==> src/rtl/ccr_pkg.sv <==
package ccr_pkg;
  localparam int DW = 32;

  localparam int OFF_ID     = 0;
  localparam int OFF_OSC    = 2;
  localparam int OFF_CTRL   = 3;
  localparam int OFF_STAT   = 4;
  localparam int OFF_LOCK   = 5;
  localparam int OFF_AUX    = 7;
  localparam int OFF_SDRAM  = 8;
  localparam int OFF_INIT   = 9;
  localparam int OFF_REFCNT = 10;
  localparam int OFF_FSET   = 12;
  localparam int OFF_FCLR   = 13;
  localparam int OFF_NVSET  = 14;
  localparam int OFF_NVCLR  = 15;

  localparam logic [DW-1:0] ID_VAL    = 32'h411A_3001;
  localparam logic [DW-1:0] STAT_VAL  = 32'h0010_0000;
  localparam logic [DW-1:0] OSC_RST   = 32'h0100_0048;
  localparam logic [DW-1:0] AUX_RST   = 32'h0007_FEFF;
  localparam logic [DW-1:0] SDRAM_RST = 32'h0001_1122;
  localparam logic [DW-1:0] INIT_RST  = 32'h0000_0112;
  localparam logic [15:0]   UNLOCK_KEY = 16'hA05F;

  localparam int CTRL_LED_BIT   = 0;
  localparam int CTRL_REMAP_BIT = 2;
  localparam int CTRL_RST_BIT   = 3;

  typedef struct packed {
    logic osc;
    logic ctrl;
    logic lock;
    logic aux;
    logic sdram;
    logic init;
    logic fset;
    logic fclr;
    logic nvset;
    logic nvclr;
  } wr_strobe_t;
endpackage

==> src/rtl/ccr_decode.sv <==
module ccr_decode
  import ccr_pkg::*;
#(
  parameter int ADDR_W = 6
) (
  input  logic              valid_i,
  input  logic              write_i,
  input  logic [ADDR_W-1:0] addr_i,
  output wr_strobe_t        wr_o
);
  logic we;
  assign we = valid_i & write_i;

  always_comb begin
    wr_o       = '0;
    wr_o.osc   = we && (addr_i == ADDR_W'(OFF_OSC));
    wr_o.ctrl  = we && (addr_i == ADDR_W'(OFF_CTRL));
    wr_o.lock  = we && (addr_i == ADDR_W'(OFF_LOCK));
    wr_o.aux   = we && (addr_i == ADDR_W'(OFF_AUX));
    wr_o.sdram = we && (addr_i == ADDR_W'(OFF_SDRAM));
    wr_o.init  = we && (addr_i == ADDR_W'(OFF_INIT));
    wr_o.fset  = we && (addr_i == ADDR_W'(OFF_FSET));
    wr_o.fclr  = we && (addr_i == ADDR_W'(OFF_FCLR));
    wr_o.nvset = we && (addr_i == ADDR_W'(OFF_NVSET));
    wr_o.nvclr = we && (addr_i == ADDR_W'(OFF_NVCLR));
  end
endmodule

==> src/rtl/ccr_lock.sv <==
module ccr_lock
  import ccr_pkg::*;
#(
  parameter int             KEY_W = 16,
  parameter logic [KEY_W-1:0] KEY = '1
) (
  input  logic             clk_i,
  input  logic             rst_ni,
  input  logic             wr_i,
  input  logic [KEY_W-1:0] wdata_i,
  output logic             unlocked_o,
  output logic [DW-1:0]    rd_o
);
  logic [KEY_W-1:0] key_q;

  always_ff @(posedge clk_i or negedge rst_ni) begin
    if (!rst_ni)   key_q <= '0;
    else if (wr_i) key_q <= wdata_i;
  end

  assign unlocked_o = (key_q == KEY);
  // unlocked state shows as the bit just above the key field
  assign rd_o = {{(DW-KEY_W-1){1'b0}}, unlocked_o, key_q};
endmodule

==> src/rtl/ccr_setclr.sv <==
module ccr_setclr #(
  parameter int W        = 32,
  parameter bit SOFT_CLR = 1'b0
) (
  input  logic         clk_i,
  input  logic         rst_ni,
  input  logic         set_i,
  input  logic         clr_i,
  input  logic         soft_clr_i,
  input  logic [W-1:0] data_i,
  output logic [W-1:0] q_o
);
  logic wipe;
  assign wipe = SOFT_CLR & soft_clr_i;

  always_ff @(posedge clk_i or negedge rst_ni) begin
    if (!rst_ni)    q_o <= '0;
    else if (wipe)  q_o <= '0;
    else if (set_i) q_o <= q_o | data_i;
    else if (clr_i) q_o <= q_o & ~data_i;
  end
endmodule

==> src/rtl/ccr_refcnt.sv <==
module ccr_refcnt #(
  parameter int W = 32
) (
  input  logic         clk_i,
  input  logic         rst_ni,
  input  logic         tick_i,
  output logic [W-1:0] cnt_o
);
  always_ff @(posedge clk_i or negedge rst_ni) begin
    if (!rst_ni)     cnt_o <= '0;
    else if (tick_i) cnt_o <= cnt_o + 1'b1;
  end
endmodule

==> src/rtl/core_ctrl_regs.sv <==
module core_ctrl_regs
  import ccr_pkg::*;
#(
  parameter int ADDR_W = 6,
  parameter int KEY_W  = 16,
  parameter int CNT_W  = 32
) (
  input  logic              clk_i,
  input  logic              rst_ni,
  input  logic              tick_i,
  input  logic              req_valid_i,
  input  logic              req_write_i,
  input  logic [ADDR_W-1:0] req_addr_i,
  input  logic [31:0]       req_wdata_i,
  output logic              rsp_valid_o,
  output logic [31:0]       rsp_rdata_o,
  output logic              led_o,
  output logic              remap_o,
  output logic              sys_reset_req_o
);
  localparam logic [KEY_W-1:0] KEY = KEY_W'(UNLOCK_KEY);
  localparam int NFLAG = 2;

  wr_strobe_t wr;
  logic       unlocked;
  logic       soft_rst;
  logic [DW-1:0] lock_rd;
  logic [DW-1:0] osc_q, aux_q, sdram_q, init_q;
  logic [CNT_W-1:0] cnt_q;
  logic [DW-1:0] flag_q [NFLAG];
  logic [DW-1:0] rd_mux;

  ccr_decode #(.ADDR_W(ADDR_W)) u_decode (
    .valid_i (req_valid_i),
    .write_i (req_write_i),
    .addr_i  (req_addr_i),
    .wr_o    (wr)
  );

  ccr_lock #(.KEY_W(KEY_W), .KEY(KEY)) u_lock (
    .clk_i      (clk_i),
    .rst_ni     (rst_ni),
    .wr_i       (wr.lock),
    .wdata_i    (req_wdata_i[KEY_W-1:0]),
    .unlocked_o (unlocked),
    .rd_o       (lock_rd)
  );

  always_ff @(posedge clk_i or negedge rst_ni) begin
    if (!rst_ni) begin
      osc_q   <= OSC_RST;
      aux_q   <= AUX_RST;
      sdram_q <= SDRAM_RST;
      init_q  <= INIT_RST;
    end else begin
      if (wr.osc && unlocked) osc_q <= req_wdata_i;
      if (wr.aux && unlocked) aux_q <= req_wdata_i;
      if (wr.sdram)           sdram_q <= req_wdata_i;
      if (wr.init)            init_q <= req_wdata_i;
    end
  end

  assign soft_rst = wr.ctrl & req_wdata_i[CTRL_RST_BIT];

  always_ff @(posedge clk_i or negedge rst_ni) begin
    if (!rst_ni) begin
      led_o           <= 1'b0;
      remap_o         <= 1'b0;
      sys_reset_req_o <= 1'b0;
    end else begin
      sys_reset_req_o <= soft_rst;
      if (wr.ctrl) begin
        led_o   <= req_wdata_i[CTRL_LED_BIT];
        remap_o <= req_wdata_i[CTRL_REMAP_BIT];
      end
    end
  end

  // index 0: volatile flags (wiped by reset request), index 1: non-volatile
  for (genvar g = 0; g < NFLAG; g++) begin : g_flags
    ccr_setclr #(.W(DW), .SOFT_CLR(g == 0)) u_setclr (
      .clk_i      (clk_i),
      .rst_ni     (rst_ni),
      .set_i      ((g == 0) ? wr.fset : wr.nvset),
      .clr_i      ((g == 0) ? wr.fclr : wr.nvclr),
      .soft_clr_i (soft_rst),
      .data_i     (req_wdata_i),
      .q_o        (flag_q[g])
    );
  end

  ccr_refcnt #(.W(CNT_W)) u_refcnt (
    .clk_i  (clk_i),
    .rst_ni (rst_ni),
    .tick_i (tick_i),
    .cnt_o  (cnt_q)
  );

  always_comb begin
    rd_mux = '0;
    case (req_addr_i)
      ADDR_W'(OFF_ID):     rd_mux = ID_VAL;
      ADDR_W'(OFF_OSC):    rd_mux = osc_q;
      ADDR_W'(OFF_CTRL): begin
        rd_mux[CTRL_LED_BIT]   = led_o;
        rd_mux[CTRL_REMAP_BIT] = remap_o;
      end
      ADDR_W'(OFF_STAT):   rd_mux = STAT_VAL;
      ADDR_W'(OFF_LOCK):   rd_mux = lock_rd;
      ADDR_W'(OFF_AUX):    rd_mux = aux_q;
      ADDR_W'(OFF_SDRAM):  rd_mux = sdram_q;
      ADDR_W'(OFF_INIT):   rd_mux = init_q;
      ADDR_W'(OFF_REFCNT): rd_mux = DW'(cnt_q);
      ADDR_W'(OFF_FSET):   rd_mux = flag_q[0];
      ADDR_W'(OFF_NVSET):  rd_mux = flag_q[1];
      default:             rd_mux = '0;
    endcase
  end

  always_ff @(posedge clk_i or negedge rst_ni) begin
    if (!rst_ni) begin
      rsp_valid_o <= 1'b0;
      rsp_rdata_o <= '0;
    end else begin
      rsp_valid_o <= req_valid_i & ~req_write_i;
      if (req_valid_i && !req_write_i) rsp_rdata_o <= rd_mux;
    end
  end
endmodule

==> config.mk <==
export PLATFORM = sky130hd
export DESIGN_NAME = core_ctrl_regs
export DESIGN_NICKNAME = d
export VERILOG_FILES = /design/src/rtl/ccr_pkg.sv /design/src/rtl/ccr_decode.sv /design/src/rtl/ccr_lock.sv /design/src/rtl/ccr_setclr.sv /design/src/rtl/ccr_refcnt.sv /design/src/rtl/core_ctrl_regs.sv
export SDC_FILE = /design/constraint.sdc
export NUM_CORES = 1
export LEC_CHECK = 0
export ABC_AREA = 1
export BUFFER_PORTS_ARGS = -buffer_cell sky130_fd_sc_hd__buf_2
export CORE_AREA = 2 2 207 189
export CTS_CLUSTER_DIAMETER = 200
export CTS_CLUSTER_SIZE = 24
export DETAILED_ROUTE_END_ITERATION = 10
export DIE_AREA = 0 0 209 191
export PLACE_DENSITY = 0.63
export SYNTH_ARGS = -nofsm -noshare
export SYNTH_HDL_FRONTEND = slang
export SYNTH_SLANG_ARGS = --single-unit
==> constraint.sdc <==
create_clock -name clk_i -period 1.75 [get_ports clk_i]
set_clock_uncertainty 0.15 [all_clocks]
set_input_delay 0.0875 -clock clk_i [delete_from_list [all_inputs] [get_ports clk_i]]
set_output_delay 0.0875 -clock clk_i [all_outputs]
set_load 0.03 [all_outputs]
==> impl_results.md, run 1 <==
- R2R Path End: u_refcnt.cnt_o[23]
- First-pass GRT wire length: 64470 um
- Total core area: 37860 um2
- Die W: 209 um
- Hold Crit Start: req_valid_i
- Critical setup path kind: flop to flop
- Largest net degree at the start of global routing: 60
- All-Layer GR Usage: 0.2053
- Number of DRC markers in iteration 0: 1223
- Setup crit start kind: flop
- Unrepaired setup endpoints after global routing: true
- Ys flop type: dfrtp_1
- Max-cap violations: 0
- Die footprint: 39920 um2
- Asr flop ratio synth: 1.000
- Die Y: between 150 and 200 um
- Antenna cells: 0
- Area growth syn-to-layout: 20.98%
- Status: finished clean
- Drc violations: 0
- Number of global-route vias before repair: between 10000 and 15000
- R2r setup slk: 0.01 ns
- Finish-stage setup viols: 0
- Post-synthesis cell type count: 32
- M2 GR Usage: 0.3145
- Critical Path Fanout Max: 7
- RR Startpoint: u_refcnt.cnt_o[0]
- Pins over their slew limit: 0
- PwrDens: 784.3 nW/um2
- Antenna Violating Nets Remaining: 0
- Detail Placement HPWL: 28510 um
- CP required: ~2 ns
- Vias per Instance: 4.938
- Proportion of layout cells with a drive suffix above 1: 0.1510
- Clock-pin transition on the worst setup and hold timing paths: 0.10 ns
- WL final: just over 40000 um
- TritonCTS Buffers: 15
- Fin. Hold Viols: 0
- Worst Path Arrival: ~2.0 ns
- GR Layer Usage met3: 0.02612
- CTS Sinks: 276
- Most frequent cells in the layout: nand2_1, dfrtp_1, nor2_1, o21ai_0, inv_1
- Final Cycle Share: 0.9931
- Met1 Track Usage GR: 0.3147
- Final nets: 1930
- Commonest non-fill, non-tap cell in the layout: nand2_1
- Register-to-Register Path Depth: 8
- Pre-CTS setup slack: -0.09547 ns
- Port Buffers: 78
- Sequential fraction of the synthesis area: 0.5299
- Leakage: 8.099 nW
- Synth Cell Area: ~13000 um2
- I/O pins: 79
- Hold path cells: 6
- Syn_area_per_cell: 7.653 um2
- Peak VDD IR: 0.0005041 V
- Worst setup EP type: flop
- Synth Net Count: roughly 1800
- CTS Buffer Depth: 3
- #FFs+latches synth: 276
- Worst slew margin: 0.7078
- DRT Pass-1 Iters: 5
- H-tree levels: 1
- Clk_lat worst skew: about 0.50 ns
- Final setup margin: 0.01208 ns
- Most used routing layer: met1
- Worst Hold Class: primary input to flop
- Worst Hold Path EP: rsp_rdata_o[16]
- Initial antenna violation count: 0
- Fmax: between 500 and 600 MHz
- Setup TNS: 0 ns
- GPL Wtd Cong: 0.8703
- EDFF count, synth: 0
- Minimum clock period: 1.738 ns
- CTS tree: done
- Tightest Pin Transition: 0.4383 ns
- WL per Instance: 17.10 um
- Grt ovf: 0
- Synthesis Warnings: 0
- Vias: 11770
- Clock root buffer: clkbuf_16
- Starting Density: 0.3461
- Cell Rows: ~70
- Mapped Cells: 1712
cell type report:
cell class	count	area, um2
clock buffer	24	409.1
inverter	87	326.6
clock inverter	1	16.27
tap	490	613.1
multi-input combinational	1277	5574
timing repair buffer	229	1968
sequential	276	6944
fill	3766	22010
what timing repair did:
item                                    in CTS  in global routing
gates resized for setup                      3                 43
hold buffers                                39                  0
buffers inserted                             2                  3
pin swaps                                    1                  7
endpoints found under the setup margin       8                 79
hold endpoints to repair                   519                  0
cells by family after synthesis:
kind of cell | count (synthesis) | synth area share
simple gates | 997 | 0.3017
buf+inv | 159 | 0.05348
fa+ha+maj | 1 | 0.0009548
flops | 276 | 0.5299
xor+xnor | 26 | 0.01738
compound gates | 253 | 0.09664
stage by stage:
stage	cells	power, mW	utilization	instance area (um2)	hold slack, ns
3_5_place_dp	2315	8.632	0.3933	14890	-0.1130
3_3_place_gp	2315	8.576	0.3933	14890	-0.1129
6_report	2384	12.43	0.4187	15850	0.04447
5_1_grt	2384	13.01	0.4187	15850	0.05993
2_1_floorplan	1712	7.818	-	13100	-0.3581
4_1_cts	2381	12.50	0.4154	15730	0.02251
how the worst max path moves through the flow:
stage                      startpoint            endpoint  slack [ns]  depth (start not counted)
CTS                 u_refcnt.cnt_o[0]  u_refcnt.cnt_o[23]       0.008                          8
floorplan           u_refcnt.cnt_o[0]  u_refcnt.cnt_o[30]        0.03                         10
global placement    u_refcnt.cnt_o[0]  u_refcnt.cnt_o[30]       -0.06                         10
global route        u_refcnt.cnt_o[0]  u_refcnt.cnt_o[23]       -0.10                          8
detailed placement  u_refcnt.cnt_o[0]  u_refcnt.cnt_o[30]        -0.1                          9
finish              u_refcnt.cnt_o[0]  u_refcnt.cnt_o[23]        0.01                          8
worst max-delay path, cell delays in order, from the launching register on:
cell and delay [ns]:
dfrtp_1 0.40, buf_6 0.12, nand3_2 0.09, nor2_2 0.14, nand4_1 0.20, nor2_2 0.17, buf_6 0.15, nand2_2 0.05
xnor2_1 0.17
cell usage after synthesis (all sizes together), types with 3 or more instances:
master	number	area (um2)
dfrtp	247	6181
nand3	37	202.7
o21ai	220	1101
nor2	169	703.2
xor2	16	140.1
nand2	769	2904
clkbuf	29	108.9
a21oi	33	165.2
nand3b	3	22.52
nor3	7	45.04
nand4	10	62.56
xnor2	10	87.58
inv	86	322.8
dfstp	29	762.0
buf	43	265.3
power breakdown:
group	switching, mW	leakage (nW)	total [mW]	internal, mW
registers	0.299	3.65	7.12	6.82
clock network	2.14	0.202	3.79	1.65
logic	0.885	4.25	1.52	0.638
per-layer routing:
metal / up-vias / part of all wire
met3: 31 / 0.064
met1: 5671 / 0.49
met2: 350 / 0.43
met4: 0 / 0.012
met5: - / 0
li1: 5721 / -
No activity file was read; power rests on OpenSTA's default activity.
==> inputs of run 2 (changes only) <==
--- a/config.mk
+++ b/config.mk
@@ -7,12 +7,12 @@
 export LEC_CHECK = 0
 export ABC_AREA = 1
 export BUFFER_PORTS_ARGS = -buffer_cell sky130_fd_sc_hd__buf_2
-export CORE_AREA = 2 2 207 189
+export CORE_AREA = 2 2 166 152
 export CTS_CLUSTER_DIAMETER = 200
 export CTS_CLUSTER_SIZE = 24
 export DETAILED_ROUTE_END_ITERATION = 10
-export DIE_AREA = 0 0 209 191
-export PLACE_DENSITY = 0.63
+export DIE_AREA = 0 0 168 154
+export PLACE_DENSITY = 0.75
 export SYNTH_ARGS = -nofsm -noshare
 export SYNTH_HDL_FRONTEND = slang
 export SYNTH_SLANG_ARGS = --single-unit
==> run 2 against run 1 <==
Routed wire length shrank 2.3%. Sequential cell count is the same. Cell area shrank 2.6%. Register-to-register slack is essentially flat. Hold slack gained 0.096 ns. Clock-buffer cell count is the same. Critical path type unchanged. Critical endpoint unchanged.
==> impl_results.md, run 2 (synthesis gave the netlist of run 1 again) <==
- Tightest Pin Transition: 0.4818 ns (+0.04356 ns)
- Peak VDD IR: 0.0006539 V (+30%)
- Crit path max-delay family: simple AND/OR/NAND/NOR gates
- Total core area: 23990 um2 (-37%)
- CP Cell Sequence: buf_4, nand3_2, nor2_2, nand4_1, nor2_4, nand2_1, xnor2_1
- Grt ovf: 0 (unchanged)
- WL per Instance: 18.22 um (+6.6%)
- Final Cycle Share: 0.9923 (about the same)
- Pins over their slew limit: 0 (unchanged)
- Die Y: 154 um (-19%)
- Number of global-route vias before repair: 11270 (+1.0%)
- CTS Buffer Depth: 3 (unchanged)
- GPL Wtd Cong: 0.9250 (+6.3%)
- Proportion of layout cells with a drive suffix above 1: 0.1390 (-0.01203)
- Clock-pin transition on the worst setup and hold timing paths: 0.10 ns (about the same)
- Number of DRC markers in iteration 0: 1395 (+14%)
- Unrepaired setup endpoints after global routing: true
- Starting Density: 0.5463 (+0.2002)
- DRT Pass-1 Iters: 5 (unchanged)
- Detail Placement HPWL: 27230 um (-4.5%)
- Initial antenna violation count: 0 (unchanged)
- CP required: 1.98 ns (-0.03 ns)
- Worst Path Arrival: 1.97 ns (-0.03 ns)
- CP Buf/Inv Count: 1 (-1)
- CTS tree: done
- Fmax: 575.9 MHz (about the same)
- Drc violations: 0 (unchanged)
- Number of fill cells: 2084 (-45%)
- Worst setup EP type: flop
- Minimum clock period: 1.736 ns (-0.001465 ns)
- CP max stage cell: dfrtp_1
- First-pass GRT wire length: 62940 um (-2.4%)
- Commonest non-fill, non-tap cell in the layout: nand2_1
- Worst slew margin: 0.6788 (-0.02904)
- Most frequent cells in the layout: nand2_1, dfrtp_1, nor2_1, o21ai_0, inv_1
- Vias per Instance: 5.485 (+11%)
- Port Buffers: 78 (unchanged)
- Clk_lat worst skew: 0.51 ns (about the same)
- Final nets: 1913 (-0.88%)
- All-Layer GR Usage: 0.3133 (+0.1081)
- Multi-input logic area: 5533 um2 (-0.74%)
- Setup TNS: 0 ns (unchanged)
- Cell Rows: 54 (-21%)
- Status: finished clean
- Setup crit start kind: flop
- PwrDens: 800.3 nW/um2 (+2.0%)
- Worst Hold Class: primary input to flop
- Util after Layout: 0.6434 (+0.2247)
- Largest net degree at the start of global routing: 56 (-6.7%)
- Final Power: 12.35 mW (-0.66%)
- Leakage: 8.007 nW (-1.1%)
- Antenna cells: 0 (unchanged)
- Vias: 11990 (+1.8%)
- Die footprint: 25870 um2 (-35%)
- Antenna Violating Nets Remaining: 0 (unchanged)
- WL final: 39840 um (-2.3%)
- Clock root buffer: clkbuf_16
- Fin. Hold Viols: 0 (unchanged)
- Register area: 6944 um2 (unchanged)
- Die W: 168 um (-20%)
- Critical setup path kind: flop to flop
- TritonCTS Buffers: 15 (unchanged)
- Finish-stage setup viols: 0 (unchanged)
- Area growth syn-to-layout: 17.78%
- Max-cap violations: 0 (unchanged)
- H-tree levels: 1 (unchanged)
- Crit path largest cell delay: 0.38 ns (-0.02 ns)
- I/O pins: 79 (unchanged)
- CTS Sinks: 276 (unchanged)
- Critical Path Fanout Max: 7 (unchanged)
==> run 2: cell count changes in the layout (fill, tap and decap cells not counted), sizes merged <==
cell / previous run / this run
inv: 86 / 87
buf: 190 / 174
dlygate4sd3: 39 / 38
==> run 2: power by group <==
part | switching, mW | leakage [nW] | internal [mW]
clock | 2.13 | 0.207 | 1.66
combinational | 0.877 | 4.15 | 0.558
sequential | 0.303 | 3.65 | 6.82
total | 3.31 | 8.01 | 9.04
==> run 2: what timing repair did <==
item,CTS,global route
buffers inserted,1,1
hold endpoints to repair,505,0
hold buffers,38,0
pin swaps,2,4
gates resized for setup,4,26
endpoints found under the setup margin,11,70
==> run 2: metrics by stage <==
step / worst slack [ns] / cell area, um2 / std cells / hold WS, ns
global route: -0.07746 / 15430 / 2186 / 0.1612
global placement: -0.05803 / 14530 / 2120 / -0.1088
detailed placement: -0.08398 / 14530 / 2120 / -0.1074
finish: 0.01355 / 15430 / 2186 / 0.1408
floorplan: 0.02500 / 13100 / 1712 / -0.3581
CTS: 0.002064 / 15370 / 2185 / 0.1118
==> run 2: worst register-to-register path: cells and delay by family, from the launching register on <==
| family | cells | cell delay (ns) |
|---|---|---|
| flops | 1 | 0.38 |
| xor+xnor | 1 | 0.13 |
| buf+inv | 1 | 0.15 |
| simple gates | 5 | 0.82 |
==> run 2: worst paths after layout <==
kind | start | to | slack [ns] | cells past startpoint
min in group asynchronous | rst_ni | g_flags[0].u_setclr.q_o[13] | 0.48 | 3
max in group asynchronous | rst_ni | init_q[8] | 0.24 | 4
min | req_addr_i[0] | led_o | 0.14 | 6
max reg2reg | u_refcnt.cnt_o[0] | u_refcnt.cnt_o[23] | 0.01 | 7
min reg2reg | aux_q[5] | aux_q[5] | 0.33 | 2
max | u_refcnt.cnt_o[0] | u_refcnt.cnt_o[23] | 0.01 | 7
==> run 2: routing by layer <==
metal / up-vias / global-route usage / part of all wire / routed length [um]
li1: 5677 / - / - / -
met1: 5707 / 0.4779 / 0.44 / 17730
met2: 556 / 0.4658 / 0.43 / 17230
met3: 50 / 0.06332 / 0.10 / 4156
met4: 0 / 0.06625 / 0.018 / 719
met5: - / 0 / 0 / 0
==> run 2: final cells by class <==
class                      count  share of cell area
multi-input combinational   1277              0.3585
timing repair buffer         212              0.1172
clock buffer                  24             0.02651
tap                          308             0.02497
clock inverter                 2            0.001622
inverter                      87             0.02116
sequential                   276              0.4500
==> inputs of run 3 (changes only) <==
--- a/config.mk
+++ b/config.mk
@@ -6,13 +6,13 @@
 export NUM_CORES = 1
 export LEC_CHECK = 0
 export ABC_AREA = 1
-export BUFFER_PORTS_ARGS = -buffer_cell sky130_fd_sc_hd__buf_2
-export CORE_AREA = 2 2 166 152
+export CORE_AREA = 2 2 162 148
 export CTS_CLUSTER_DIAMETER = 200
 export CTS_CLUSTER_SIZE = 24
 export DETAILED_ROUTE_END_ITERATION = 10
-export DIE_AREA = 0 0 168 154
-export PLACE_DENSITY = 0.75
+export DIE_AREA = 0 0 164 150
+export DONT_BUFFER_PORTS = 1
+export PLACE_DENSITY = 0.76
 export SYNTH_ARGS = -nofsm -noshare
 export SYNTH_HDL_FRONTEND = slang
 export SYNTH_SLANG_ARGS = --single-unit
==> run 3 against run 2 <==
The flow now finishes with violations (hold timing, setup timing). Die area decreased by 4.9%. Non-clock buffer count is 63 lower. Combinational power about the same. Critical path depth rose by 1. Critical path type unchanged.
==> impl_results.md, run 3 (synthesis gave the netlist of run 1 again) <==
- Vias per Instance: 5.626 (+2.6%)
- Port Buffers: 0 (-100%)
- WL per Instance: 18.65 um (+2.3%)
- Clk_lat worst skew: 0.51 ns (about the same)
- Number of fill cells: 1875 (-10%)
- Die Y: 150 um (-2.6%)
- Worst setup EP type: flop
- Proportion of layout cells with a drive suffix above 1: 0.09868 (-0.04030)
- Placed Instance Area: 13850 um2 (-4.7%)
- All-Layer GR Usage: 0.3194 (+0.006058)
- Number of global-route vias before repair: 11010 (-2.3%)
- Failing checks: hold timing, setup timing
- Vias: 11920 (-0.62%)
- Total core area: 23010 um2 (-4.1%)
- Most frequent cells in the layout: nand2_1, dfrtp_1, nor2_1, o21ai_0, inv_1
- Starting Density: 0.5694 (+0.02314)
- Worst Hold Class: primary input to async pin
- Finish-stage setup viols: 4 (+4)
- First-pass GRT wire length: 60780 um (-3.4%)
- Setup crit start kind: flop
- Clock root buffer: clkbuf_16
- Status: finished with violations
- CTS Buffer Depth: 3 (unchanged)
- Unrepaired setup endpoints after global routing: true
- Final Cycle Share: 1.018 (+0.02571)
- Pre-CTS setup slack: -0.04563 ns (+0.03835 ns)
- Fmax: 561.3 MHz (-2.5%)
- DRT Pass-1 Iters: 5 (unchanged)
- GPL Wtd Cong: 0.9064 (-2.0%)
- Peak VDD IR: 0.0006350 V (-2.9%)
- CTS tree: done
- Clock-pin transition on the worst setup and hold timing paths: 0.10 ns (about the same)
- Antenna Violating Nets Remaining: 0 (unchanged)
- Worst Path Arrival: 2.02 ns (+0.05 ns)
- Leakage: 7.662 nW (-4.3%)
- Drc violations: 0 (unchanged)
- Number of DRC markers in iteration 0: 1138 (-18%)
- Die W: 164 um (-2.4%)
- CP required: 1.98 ns (about the same)
- Largest net degree at the start of global routing: 277 (+390%)
- TritonCTS Buffers: 15 (unchanged)
- Final nets: 1850 (-3.3%)
- Cell Rows: 53 (-1.9%)
- PwrDens: 812.3 nW/um2 (+1.5%)
- Final Power: 12.41 mW (+0.50%)
- Minimum clock period: 1.781 ns (+0.04499 ns)
- I/O pins: 79 (unchanged)
- Worst hold slack: -0.8671 ns (-1.008 ns)
- Post-route cell area: 15280 um2 (-0.98%)
- H-tree levels: 1 (unchanged)
- Final setup margin: -0.03144 ns (-0.04499 ns)
- Commonest non-fill, non-tap cell in the layout: nand2_1
- Critical Path Fanout Max: 3 (-4)
- Non-Filler Instances: 2118 (-3.1%)
- Critical setup path kind: flop to flop
- Detail Placement HPWL: 25050 um (-8.0%)
- Pins over their slew limit: 0 (unchanged)
- CTS Sinks: 276 (unchanged)
- Worst slew margin: 0.5625 (-0.1163)
- Placed Cells incl. Taps: 2008 (-5.3%)
- Initial antenna violation count: 3 (+3)
- Die footprint: 24600 um2 (-4.9%)
- Tightest Pin Transition: 0.6563 ns (+0.1744 ns)
- Area growth syn-to-layout: 16.63%
- Grt ovf: 0 (unchanged)
- WL final: 39500 um (-0.85%)
- Max-cap violations: 0 (unchanged)
- Hold Buf Count CTS: 66 (+74%)
- Fin. Hold Viols: 277 (+277)
==> run 3: path summary, 6_finish.rpt <==
| check | from | endpoint | slack, ns | cells after the start |
|---|---|---|---|---|
| worst max-delay path | u_refcnt.cnt_o[0] | u_refcnt.cnt_o[26] | -0.03 | 8 |
| worst min-delay path | rst_ni | rsp_rdata_o[3] | -0.87 | 0 |
| worst max register to register | u_refcnt.cnt_o[0] | u_refcnt.cnt_o[26] | -0.03 | 8 |
| worst min register to register | aux_q[1] | aux_q[1] | 0.32 | 2 |
| max in group asynchronous | rst_ni | rsp_rdata_o[25] | 1.77 | 0 |
| min in group clk_i | req_addr_i[4] | rsp_rdata_o[20] | 0 | 7 |
==> run 3: final cells by class <==
class,count,area [um2],area share
Clock inverter,2,25.02,0.001638
Timing Repair Buffer,149,1594,0.1043
Multi-Input combinational cell,1277,5604,0.3667
Clock buffer,23,405.4,0.02653
Tap cell,302,377.9,0.02473
Sequential cell,276,6943,0.4544
Antenna cell,2,5.005,0.0003275
Inverter,87,326.6,0.02137
==> run 3: where the power goes <==
group / internal (mW) / total (mW) / switching, mW / leakage [nW]
combinational: 0.682 / 1.42 / 0.739 / 3.81
clock: 1.65 / 3.81 / 2.16 / 0.206
sequential: 6.82 / 7.18 / 0.361 / 3.65
==> run 3: layer usage <==
metal,global-route usage,up-vias,routed length (um)
met5,0,-,13
met4,0.06447,2,764
met3,0.07206,59,4263
met2,0.4628,595,17250
met1,0.4931,5710,17200
li1,-,5550,-
==> run 3: critical path, cell delays in order, from the launching register on <==
cell	delay [ns]
dfrtp_1	0.43
ha_4	0.17
nand2_4	0.06
nor2_4	0.14
nand3b_1	0.14
nor2_2	0.21
buf_4	0.15
nand3_2	0.06
xor2_1	0.16
==> run 3: timing repair <==
action | 4_1_cts | 5_1_grt
endpoints found under the setup margin | 12 | 133
pin swaps | 0 | 9
cloned | 0 | 3
endpoints found under the hold margin | 545 | 276
setup buffers | 0 | 14
gates resized for setup | 5 | 49
==> run 3: through the flow <==
step / setup TNS [ns] / hold slack (ns) / util
6_report: -0.03824 / -0.8671 / 0.6641
5_1_grt: -2.470 / -0.8762 / 0.6640
4_1_cts: 0 / -0.8865 / 0.6501
3_5_place_dp: -0.1037 / -0.3481 / 0.6020
3_3_place_gp: 0 / -0.3477 / 0.6020
2_1_floorplan: 0 / -0.3581 / -
